<file path="config.mk">
export PLATFORM = sky130hd
export DESIGN_NAME = heartbeat_watchdog
export DESIGN_NICKNAME = d
export VERILOG_FILES = /design/src/rtl/hb_wdt_pkg.sv /design/src/rtl/hb_sync_edge.sv /design/src/rtl/hb_timeout_cnt.sv /design/src/rtl/hb_fault_reg.sv /design/src/rtl/heartbeat_watchdog.sv
export SDC_FILE = /design/constraint.sdc
export NUM_CORES = 1
export LEC_CHECK = 0
export BUFFER_PORTS_ARGS = -buffer_cell sky130_fd_sc_hd__buf_4
export CAP_MARGIN = 25
export CORE_AREA = 2 2 53 60
export CTS_CLUSTER_DIAMETER = 150
export DETAILED_ROUTE_END_ITERATION = 12
export DIE_AREA = 0 0 55 62
export PLACE_DENSITY = 0.75
export SLEW_MARGIN = 10
export SYNTH_ARGS = -nofsm -noshare
export SYNTH_HDL_FRONTEND = slang
export SYNTH_SLANG_ARGS = --single-unit
</file>
<file path="constraint.sdc">
create_clock -name clk -period 2.15 [get_ports clk]
set_input_delay 0.43 -clock clk [delete_from_list [all_inputs] [get_ports clk]]
set_output_delay 0.43 -clock clk [all_outputs]
set_load 0.01 [all_outputs]
</file>
<file path="src/rtl/hb_wdt_pkg.sv">
// Shared definitions for the heartbeat watchdog.
// Assumes: nothing beyond a single clock domain for the block logic.
package hb_wdt_pkg;

    // Level of the active-low fault output
    typedef enum logic {
        WD_FAULT = 1'b0,
        WD_OK    = 1'b1
    } wd_level_e;

    // Counter width that can hold the value limit
    function automatic int cnt_width(input int limit);
        int w;
        w = 1;
        while ((1 << w) <= limit) w++;
        return w;
    endfunction

endpackage

</file>
<file path="src/rtl/hb_sync_edge.sv">
// Brings the asynchronous heartbeat into the clock domain with a two-flop
// synchroniser and flags any level change of the synchronised value.
// Assumes: hb_in may change at any time; kick is a one-cycle pulse.
module hb_sync_edge #(
    parameter int STAGES = 2
) (
    input  logic clk,
    input  logic rst_n,
    input  logic hb_in,
    output logic kick
);
    logic [STAGES-1:0] sync_q;
    logic              prev_q;

    // Shift the heartbeat through the synchroniser chain and keep one old copy
    always_ff @(posedge clk) begin
        if (!rst_n) begin
            sync_q <= '0;
            prev_q <= 1'b0;
        end else begin
            sync_q <= {sync_q[STAGES-2:0], hb_in};
            prev_q <= sync_q[STAGES-1];
        end
    end

    // A kick is any difference between the synchronised level and its last value
    always_comb kick = sync_q[STAGES-1] ^ prev_q;

endmodule

</file>
<file path="src/rtl/hb_timeout_cnt.sv">
// Counts enabled cycles without a kick and saturates at LIMIT.
// Assumes: LIMIT >= 2; clear and a low run both force the count to zero.
module hb_timeout_cnt #(
    parameter int LIMIT = 16,
    parameter int W     = 5
) (
    input  logic         clk,
    input  logic         rst_n,
    input  logic         run,
    input  logic         clear,
    output logic [W-1:0] count,
    output logic         expiring
);
    localparam logic [W-1:0] LAST = W'(LIMIT);
    localparam logic [W-1:0] PRE  = W'(LIMIT - 1);

    // Advance while running, hold zero when disabled or kicked, stop at LIMIT
    always_ff @(posedge clk) begin
        if (!rst_n)              count <= '0;
        else if (!run || clear)  count <= '0;
        else if (count != LAST)  count <= count + 1'b1;
    end

    // The edge that moves the count onto LIMIT is the expiry edge
    always_comb expiring = run && !clear && (count == PRE);

endmodule

</file>
<file path="src/rtl/hb_fault_reg.sv">
// Holds the active-low fault level: set on expiry, released by a kick or disable.
// Assumes: expiring is never high together with clear or a low run.
module hb_fault_reg
    import hb_wdt_pkg::*;
(
    input  logic clk,
    input  logic rst_n,
    input  logic run,
    input  logic clear,
    input  logic expiring,
    output logic fault_n
);
    // Latch the fault until something releases it
    always_ff @(posedge clk) begin
        if (!rst_n)              fault_n <= WD_OK;
        else if (!run || clear)  fault_n <= WD_OK;
        else if (expiring)       fault_n <= WD_FAULT;
    end

endmodule

</file>
<file path="src/rtl/heartbeat_watchdog.sv">
// Top level: watchdog fed by an edge-detected heartbeat. The output is
// intended to drive the manual-reset input of a reset generator.
// Assumes: TIMEOUT >= 2 cycles; sys_rst, supply_ok, hb_valid are synchronous.
module heartbeat_watchdog
    import hb_wdt_pkg::*;
#(
    parameter int TIMEOUT     = 160_000_000,
    parameter int SYNC_STAGES = 2
) (
    input  logic clk,
    input  logic rst_n,
    input  logic sys_rst,
    input  logic supply_ok,
    input  logic hb_valid,
    input  logic hb_in,
    output logic wd_fault_n
);
    localparam int CNT_W = cnt_width(TIMEOUT);

    logic             kick;
    logic             run;
    logic             expiring;
    logic [CNT_W-1:0] wd_count;

    // Watchdog counts only outside reset with a good supply and a driven pin
    always_comb run = !sys_rst && supply_ok && hb_valid;

    hb_sync_edge #(.STAGES(SYNC_STAGES)) u_sync (
        .clk   (clk),
        .rst_n (rst_n),
        .hb_in (hb_in),
        .kick  (kick)
    );

    hb_timeout_cnt #(.LIMIT(TIMEOUT), .W(CNT_W)) u_cnt (
        .clk      (clk),
        .rst_n    (rst_n),
        .run      (run),
        .clear    (kick),
        .count    (wd_count),
        .expiring (expiring)
    );

    hb_fault_reg u_fault (
        .clk      (clk),
        .rst_n    (rst_n),
        .run      (run),
        .clear    (kick),
        .expiring (expiring),
        .fault_n  (wd_fault_n)
    );

endmodule

</file>
; After elaboration in Yosys (flattened, before gate mapping)
; Cells that the tools add are included.
[classes]
add_sub_neg = 1
eq_ne = 2
bitwise_logic = 2
reduce_logical = 9
[ops]
columns = op, count
row1 = "adder 28 x 1 -> 28 bit, second input constant", 1
row2 = "== test 28 bit, second input constant", 1
row3 = "!= test 28 bit, second input constant", 1
row4 = logical AND 1 bit, 4
row5 = logical NOT 1 bit, 3
row6 = OR reduction 2 bit, 1
row7 = logical OR 1 bit, 1
row8 = NOT 1 bit, 1
row9 = XOR 1 bit, 1
[word_totals]
ff_bits = 32
out_inout_bits = 1
elab_cells = 18

; Logic depth before layout (Yosys ltp)
; Gate-level depths: netlist (run 1).
[depth]
word_depth = 6
ltp_mapped = 6
mapped_depth_nobuf = 5

; Modules after synthesis
; From an unflattened synthesis (run 1), not the netlist that was laid out.
[hier_totals]
cells_unflattened = 178
hier_area_um2 = 1535.2
[by_module_without_submodules]
columns = module, instances, cells_each, area_each_um2
row1 = hb_timeout_cnt, 1, 167, 1402.6
row2 = hb_sync_edge, 1, 7, 88.8
row3 = hb_fault_reg, 1, 3, 35.0
row4 = heartbeat_watchdog, 1, 1, 8.8

; Least setup slack after synthesis (run 1)
; No wires, ideal clock.
[synth_timing]
path_type = register to register
start = reg u_cnt.count[0]
end = reg u_cnt.count[20]
arrival_ns = 1.548
path_slack_ns = 0.532
stages_incl_launch_ff = 7
period_less_slack_ns = 1.618
cell_sequence = dfxtp_1 > ha_1 > and3_1 > buf_2 > nand2_2 > or4_1 > a21oi_1
[synth_between]
elab_chain_len = 1
elab_cells_between_ends = 2
[synth_rtl]
columns = element, line
row1 = start: declaration, hb_timeout_cnt.sv:11  ; output logic [W-1:0] count,
row2 = start signal: assignment, hb_timeout_cnt.sv:21  ; else if (count != LAST) count <= count + 1'b1;
row3 = adder 28 x 1 -> 28 bit or != test 28 bit (tied branches), hb_timeout_cnt.sv:21
; Several ways; a longest one is shown, not always the timed one.
; A chain may end at the register's enable or synchronous reset.

; Worst setup path in the final report (run 1)
[layout_timing]
start = reg u_cnt.count[7]
end = reg u_cnt.count[27]
; Same word-level chain as after synthesis.

==> results of run 1 <==
==> power by group <==
group | leakage [nW] | switching (mW) | internal, mW | total (mW)
clock | 0.0281 | 0.194 | 0.120 | 0.314
sequential | 0.258 | 0.00144 | 0.595 | 0.596
combinational | 0.232 | 0.00988 | 0.00980 | 0.0197
==> layer usage <==
layer  GRT usage  wire length (um)  vias to the layer above  part of all wire
li1            -                 -                      677                 -
met1       0.274              1540                      613              0.49
met2       0.340              1440                       15              0.46
met3      0.0909                89                        4             0.029
met4       0.118                44                        0             0.014
met5           0                 0                        -                 0
==> per-stage QoR <==
step	hold slack, ns	power [mW]	utilization
floorplan	0.412	0.620	-
finish	0.311	0.930	0.580
CTS	0.294	0.945	0.580
global placement	0.423	0.629	0.564
detailed placement	0.418	0.630	0.564
global route	0.282	0.973	0.580
==> worst register-to-register path, cell delays in order (launching register included) <==
cell and delay, ns:
dfxtp_1 0.43, and4_1 0.36, nand3_2 0.31, or4_1 0.55
a21oi_1 0.16
==> registers in the layout, indices dropped and copies added (netlist names) <==
signal	cells
u_cnt.count	28
u_fault.fault_n	1
u_sync.prev_q	1
u_sync.sync_q	2
==> final timing paths <==
check | start | to | slack, ns | cells after the start
min | hb_in | u_sync.sync_q[0] | 0.31 | 2
max reg2reg | u_cnt.count[7] | u_cnt.count[27] | 0.25 | 4
max | u_cnt.count[7] | u_cnt.count[27] | 0.25 | 4
min reg2reg | u_sync.sync_q[0] | u_sync.sync_q[1] | 0.45 | 1
==> area by class of cell <==
type	instances	area share
multi-input cells	134	0.525
flip-flops and latches	32	0.382
repair buffers	6	0.0269
well taps	34	0.0254
clock buffers	6	0.0246
inverters	6	0.0134
clock inverters	1	0.00299
==> cell usage after synthesis (4+ instances only) <==
cell type,count
a21oi_1,12
and4_1,6
clkbuf_1,5
dfxtp_1,32
inv_1,6
mux2i_1,4
nand2_1,12
nand3_1,13
nand4_1,6
nor2_1,13
o31ai_1,10
or3_1,4
or4_1,10
xnor2_1,4
xor2_1,8
==> logic make-up after synthesis <==
family          after synthesis  synth area share
simple gates                 85             0.319
flops                        32             0.401
compound gates               31             0.125
buf+inv                      15            0.0478
xor+xnor                     12            0.0658
mux                           4            0.0251
fa+ha+maj                     2            0.0157
==> results.cfg, run 1 <==
[run_status]
outcome = finished, final reports clean

[clock_tree]
cts_max_level = 2
postCtsSetupBuffers = 0
clock_latency_ns = 0.33
cts_tree = done
cts_resized = 0
cts-root-buf = clkbuf_4
cts_sinks = 32
clk_pin_slew_ns = 0.10
hold_buffers = 0
cts_buffer_depth = 2
numCtsBuffers = 5

[synthesis]
synth_seq_cells = 32
synth-seq-area-share = 0.401
ys_warn_count = 0
synth_cells = 181
synthFlopType = dfxtp_1
ys_types = 37
yosys.area.top_type = dfxtp_1
synth_area_um2 = 1600
synth-edff-count = 0
synth_top_area_frac = 0.401
syn-num-nets = 189
synthArstFlopShare = 0
synth_area_leaders = dfxtp_1, o31ai_1, or4_1, xor2_1, nand3_1
syn_avg_cell_area_um2 = 8.82

[critical_path]
worstSetupPathType = register to register
crit_required_ns = 2.41
worstPathCellList = and4_1 -> nand3_2 -> or4_1 -> a21oi_1
crit_buf_inv = 0
end_kind = register
worstSetupStartpointType = register
critPathTopFamily = simple AND/OR/NAND/NOR gates
arrival_ns = 2.15
crit_slowest_cell = or4_1
cp_max_fo = 18
cpPeakStageDelay_ns = 0.55

[layout]
area_growth_syn_to_layout_pct = 5.02
fin_cells = 219
n_antenna_cell = 0
final_cell_area_um2 = 1680
fin_nets = 193
layout_commonest_cell = dfxtp_1
final_cell_mix = dfxtp_1, nor2_1, nand3_1
multi_input_area_um2 = 880
ff_latch_area_um2 = 641
fill_cells = 276
drive_above_1_share = 0.0919

[worst_hold_path]
hold_class = primary input to register

[die]
rows = 21
die-area_um2 = 3410
die_y_um = 62
start_util = 0.552
coreArea_um2 = 2890
ios = 7
die_w_um = 55

[placement]
dp_worst_setup_slack_ns = 0.275
portBuffers = 6
dpl_cell_area_um2 = 1630
hpwl_mm = 2.22
numPlacedInstances = 212
gp_congestion = 0.771

[drt]
drc = 0
wl_mm = 3.12
viasPerCell = 5.98
drtIter0Drc = 48
dr_total_vias = 1309
dr.pass1.iters = 4
drt-wirelength-per-cell_um = 14.2
ant_nets = 0

[sta]
slew_viol_final = 0
period_share = 0.883
rsz0062_at_grt = false
slew_headroom = 0.451
min_period_ns = 1.90
hold_violations = 0
worstMarginPinSlew_ns = 0.823
fin_ws_ns = 0.252
setup_viol = 0
clock_skew_ns = 0.0128
fmax_mhz = 527
tns_ns = 0

[pwr]
ir_drop_uv = 470
p_leak_nw = 0.518
p_per_area_nw_per_um2 = 555

[global_route]
gr-total-overflow = 0
grt_pass1_wl_mm = 5.42
grt_max_degree = 24
grt_pass1_vias = 1250
grt_usage = 0.225
antenna_found_initial = 0

[flow_run]
max-cap-violations = 0
Power figures use the tool's default switching activity.
==> inputs of run 2 (changes only) <==
- PLACE_DENSITY: 0.75 -> default
- PLACE_DENSITY_LB_ADDON: default -> 0.12
==> run 2 against run 1 <==
Largest cell class unchanged. Clock power grew 23%. Core utilization up 0.65 points. Register-to-register slack worse by 0.06 ns. Count of clock-buffer cells in the layout increased by 1. Die area unchanged. Largest power group unchanged. Clock skew is 0.0026 ns lower. Via count is 3.2% higher. Design area up 1.1%. Cell count stayed put. Sequential share of layout area down 0.42 points.
==> results.cfg, run 2 (synthesis gave the netlist of run 1 again) <==
[run_status]
outcome = finished, final reports clean

[sta]
setup_viol = 0
slew_viol_final = 0
hold_violations = 0
rsz0062_at_grt = false
clock_skew_ns = 0.0102
period_share = 0.910
min_period_ns = 1.96
worstMarginPinSlew_ns = 0.835
fmax_mhz = 511
tns_ns = 0
holdWs_ns = 0.304
slew_headroom = 0.444

[placement]
portBuffers = 6
gp_congestion = 0.896
dpl_cell_area_um2 = 1630
hpwl_mm = 2.30

[clock_tree]
clk_pin_slew_ns = 0.10
cts-root-buf = clkbuf_4
postCtsSetupBuffers = 0
hold_buffers = 0
cts_resized = 0
cts_tree = done
clock_latency_ns = 0.33
numCtsBuffers = 5
cts_max_level = 2
cts_buffer_depth = 2
cts_sinks = 32

[layout]
fin_util = 0.587
layout_commonest_cell = dfxtp_1
top_regs = u_cnt.count (28), u_sync.sync_q (2)
fill_cells = 261
final_cell_mix = dfxtp_1, nor2_1, nand3_1
area_growth_syn_to_layout_pct = 6.19
top_register = u_cnt.count
drive_above_1_share = 0.0973
fin_nets = 193
final_cell_area_um2 = 1700
largest_register_ffs = 28
n_antenna_cell = 0

[global_route]
grt_usage = 0.222
grt_pass1_wl_mm = 5.36
grt_pass1_vias = 1228
antenna_found_initial = 0
grt_max_degree = 24
gr-total-overflow = 0

[drt]
dr_total_vias = 1351
drc = 0
drt-wirelength-per-cell_um = 15.1
drtIter0Drc = 21
viasPerCell = 6.17
dr.pass1.iters = 3
wl_mm = 3.31
ant_nets = 0

[critical_path]
worstSetupStartpointType = register
end_kind = register
crit_required_ns = 2.40
worstSetupPathType = register to register
r2r_slack_ns = 0.19
arrival_ns = 2.21
cp_max_fo = 18

[pwr]
power.total_mw = 1.00
p_per_area_nw_per_um2 = 591
p_leak_nw = 0.528
ir_drop_uv = 526

[die]
die_w_um = 55
die_y_um = 62
die-area_um2 = 3410
rows = 21
ios = 7
coreArea_um2 = 2890
start_util = 0.552

[flow_run]
max-cap-violations = 0

[worst_hold_path]
hold_class = primary input to register
[run 2: cell types whose count changed in the layout (fill, tap and decap cells not counted), sizes merged]
cell,before,now
clkbuf,6,7
clkinv,1,0
[run 2: layout make-up]
cell class	instances	area (um^2)	area share
Tap cell	34	42.5	0.0251
Clock buffer	7	65.1	0.0384
Sequential cell	32	641	0.378
Multi-Input combinational cell	134	880	0.519
Timing Repair Buffer	6	45.0	0.0266
Inverter	6	22.5	0.0133
[run 2: critical path, cell delays in order (launching register included)]
cell and delay, ns:
dfxtp_1 0.46, and4_1 0.38, nand3_2 0.32, or4_1 0.55, a21oi_1 0.15
[run 2: report_power, final]
group | internal [mW] | switching, mW | leakage [nW]
Sequential | 0.595 | 0.00138 | 0.258
Combinational | 0.00982 | 0.00951 | 0.232
Clock | 0.185 | 0.201 | 0.0374
[run 2: final timing paths]
kind               startpoint                to  depth (start not counted)
max            u_cnt.count[7]   u_cnt.count[26]                          4
min                     hb_in  u_sync.sync_q[0]                          2
max reg2reg    u_cnt.count[7]   u_cnt.count[26]                          4
min reg2reg  u_sync.sync_q[0]  u_sync.sync_q[1]                          1
[run 2: per-layer routing]
metal  GRT usage  share of wire  up-vias  routed length, um
met5           0              0        -                  0
met4      0.0941          0.026        0                 85
met3      0.0694          0.025        9                 83
met2       0.372           0.48       10               1590
met1       0.259           0.47      653               1540
li1            -              -      679                  -
[run 2: metrics by stage]
stage	instances	setup WS (ns)
6_report	219	0.194
2_1_floorplan	181	0.532
5_1_grt	219	0.0762
3_5_place_dp	212	0.246
4_1_cts	219	0.217
3_3_place_gp	212	0.308
==> inputs of run 3 (changes only) <==
- MAX_ROUTING_LAYER: default -> met4
==> run 3 against run 2 <==
Global-route usage grew 0.73 points. Clock power grew 1%. Total power grew 0.34%. Non-clock buffer count is the same. Register-to-register slack is essentially flat. Wire length is essentially flat. Clock skew shrank 0.0039 ns. First-iteration DRC count grew 14%. Via count shrank 0.44%. Critical endpoint unchanged. Cell count is the same. Fmax grew 0.19%.
==> results.cfg, run 3 (synthesis gave the netlist of run 1 again) <==
[run_status]
outcome = finished, final reports clean

[drt]
dr_total_vias = 1345
wl_mm = 3.31
drc = 0
ant_nets = 0
drtIter0Drc = 24
viasPerCell = 6.14
dr.pass1.iters = 3
drt-wirelength-per-cell_um = 15.1

[layout]
fin_nets = 193
final_cell_mix = dfxtp_1, nor2_1, nand3_1
fin_cells = 219
n_antenna_cell = 0
top_register = u_cnt.count
fill_cells = 261
layout_commonest_cell = dfxtp_1
drive_above_1_share = 0.0973
area_growth_syn_to_layout_pct = 6.19
largest_register_ffs = 28
top_regs = u_cnt.count (28), u_sync.sync_q (2)

[worst_hold_path]
hold_class = primary input to register
hold_path_depth = 2

[critical_path]
reg2reg_depth = 4
arrival_ns = 2.21
end_kind = register
worstSetupPathType = register to register
crit_required_ns = 2.41
worstSetupStartpointType = register
cp_max_fo = 18

[sta]
period_share = 0.908
setup_viol = 0
worstMarginPinSlew_ns = 0.835
tns_ns = 0
hold_violations = 0
clock_skew_ns = 0.00625
rsz0062_at_grt = false
min_period_ns = 1.95
slew_headroom = 0.443
slew_viol_final = 0
fmax_mhz = 512

[flow_run]
max-cap-violations = 0

[clock_tree]
cts_max_level = 2
cts_sinks = 32
hold_buffers = 0
cts-root-buf = clkbuf_4
numCtsBuffers = 5
clock_latency_ns = 0.33
cts_tree = done
cts_buffer_depth = 2
clk_pin_slew_ns = 0.10
postCtsSetupBuffers = 0
cts_resized = 0

[global_route]
gr-total-overflow = 0
grt_usage = 0.229
grt_pass1_wl_mm = 5.37
antenna_found_initial = 0
grt_max_degree = 24
grt_pass1_vias = 1225

[die]
rows = 21
start_util = 0.552
coreArea_um2 = 2890
die_y_um = 62
ios = 7
die_w_um = 55
die-area_um2 = 3410

[placement]
gp_congestion = 0.911
numPlacedInstances = 212
portBuffers = 6
hpwl_mm = 2.30

[pwr]
power.total_mw = 1.01
ir_drop_uv = 527
p_leak_nw = 0.528
p_per_area_nw_per_um2 = 593
-- run 3: cell counts in the layout (fill, tap and decap cells not counted) --
Identical to the previous run, type by type.
-- run 3: critical path, cell delays in order, from the launching register on --
cell and delay, ns:
dfxtp_1 0.46, and4_1 0.38, nand3_2 0.32, or4_1 0.55
a21oi_1 0.15
-- run 3: layer usage --
metal,vias to the layer above,global-route usage,share of wire
met2,10,0.372,0.48
met3,9,0.0694,0.025
met1,647,0.260,0.47
met4,0,0.0941,0.026
li1,679,-,-
met5,-,-,0
-- run 3: path summary, 6_finish.rpt --
kind,from,endpoint,slack (ns)
worst max-delay path,u_cnt.count[7],u_cnt.count[26],0.20
worst min-delay path,hb_in,u_sync.sync_q[0],0.30
worst max register to register,u_cnt.count[7],u_cnt.count[26],0.20
worst min register to register,u_sync.sync_q[0],u_sync.sync_q[1],0.45
-- run 3: power breakdown --
group	internal, mW	switching (mW)	total [mW]
Combinational	0.00982	0.00951	0.0193
Clock	0.185	0.204	0.390
Sequential	0.595	0.00138	0.596
Total	0.790	0.215	1.01
-- run 3: layout make-up --
type,instances,area [um^2],area share
Clock buffer,7,65.1,0.0384
Inverter,6,22.5,0.0133
Multi-Input combinational cell,134,880,0.519
Sequential cell,32,641,0.378
Tap cell,34,42.5,0.0251
Timing Repair Buffer,6,45.0,0.0266
-- run 3: per-stage QoR --
stage                     utilization  area, um^2  setup slack [ns]  hold WS [ns]
final                           0.587        1700             0.198         0.303
after global routing            0.587        1700            0.0798         0.306
after CTS                       0.587        1700             0.217         0.293
after detailed placement        0.564        1630             0.246         0.433
after global placement          0.564        1630             0.308         0.424
after floorplan                     -        1600             0.532         0.412
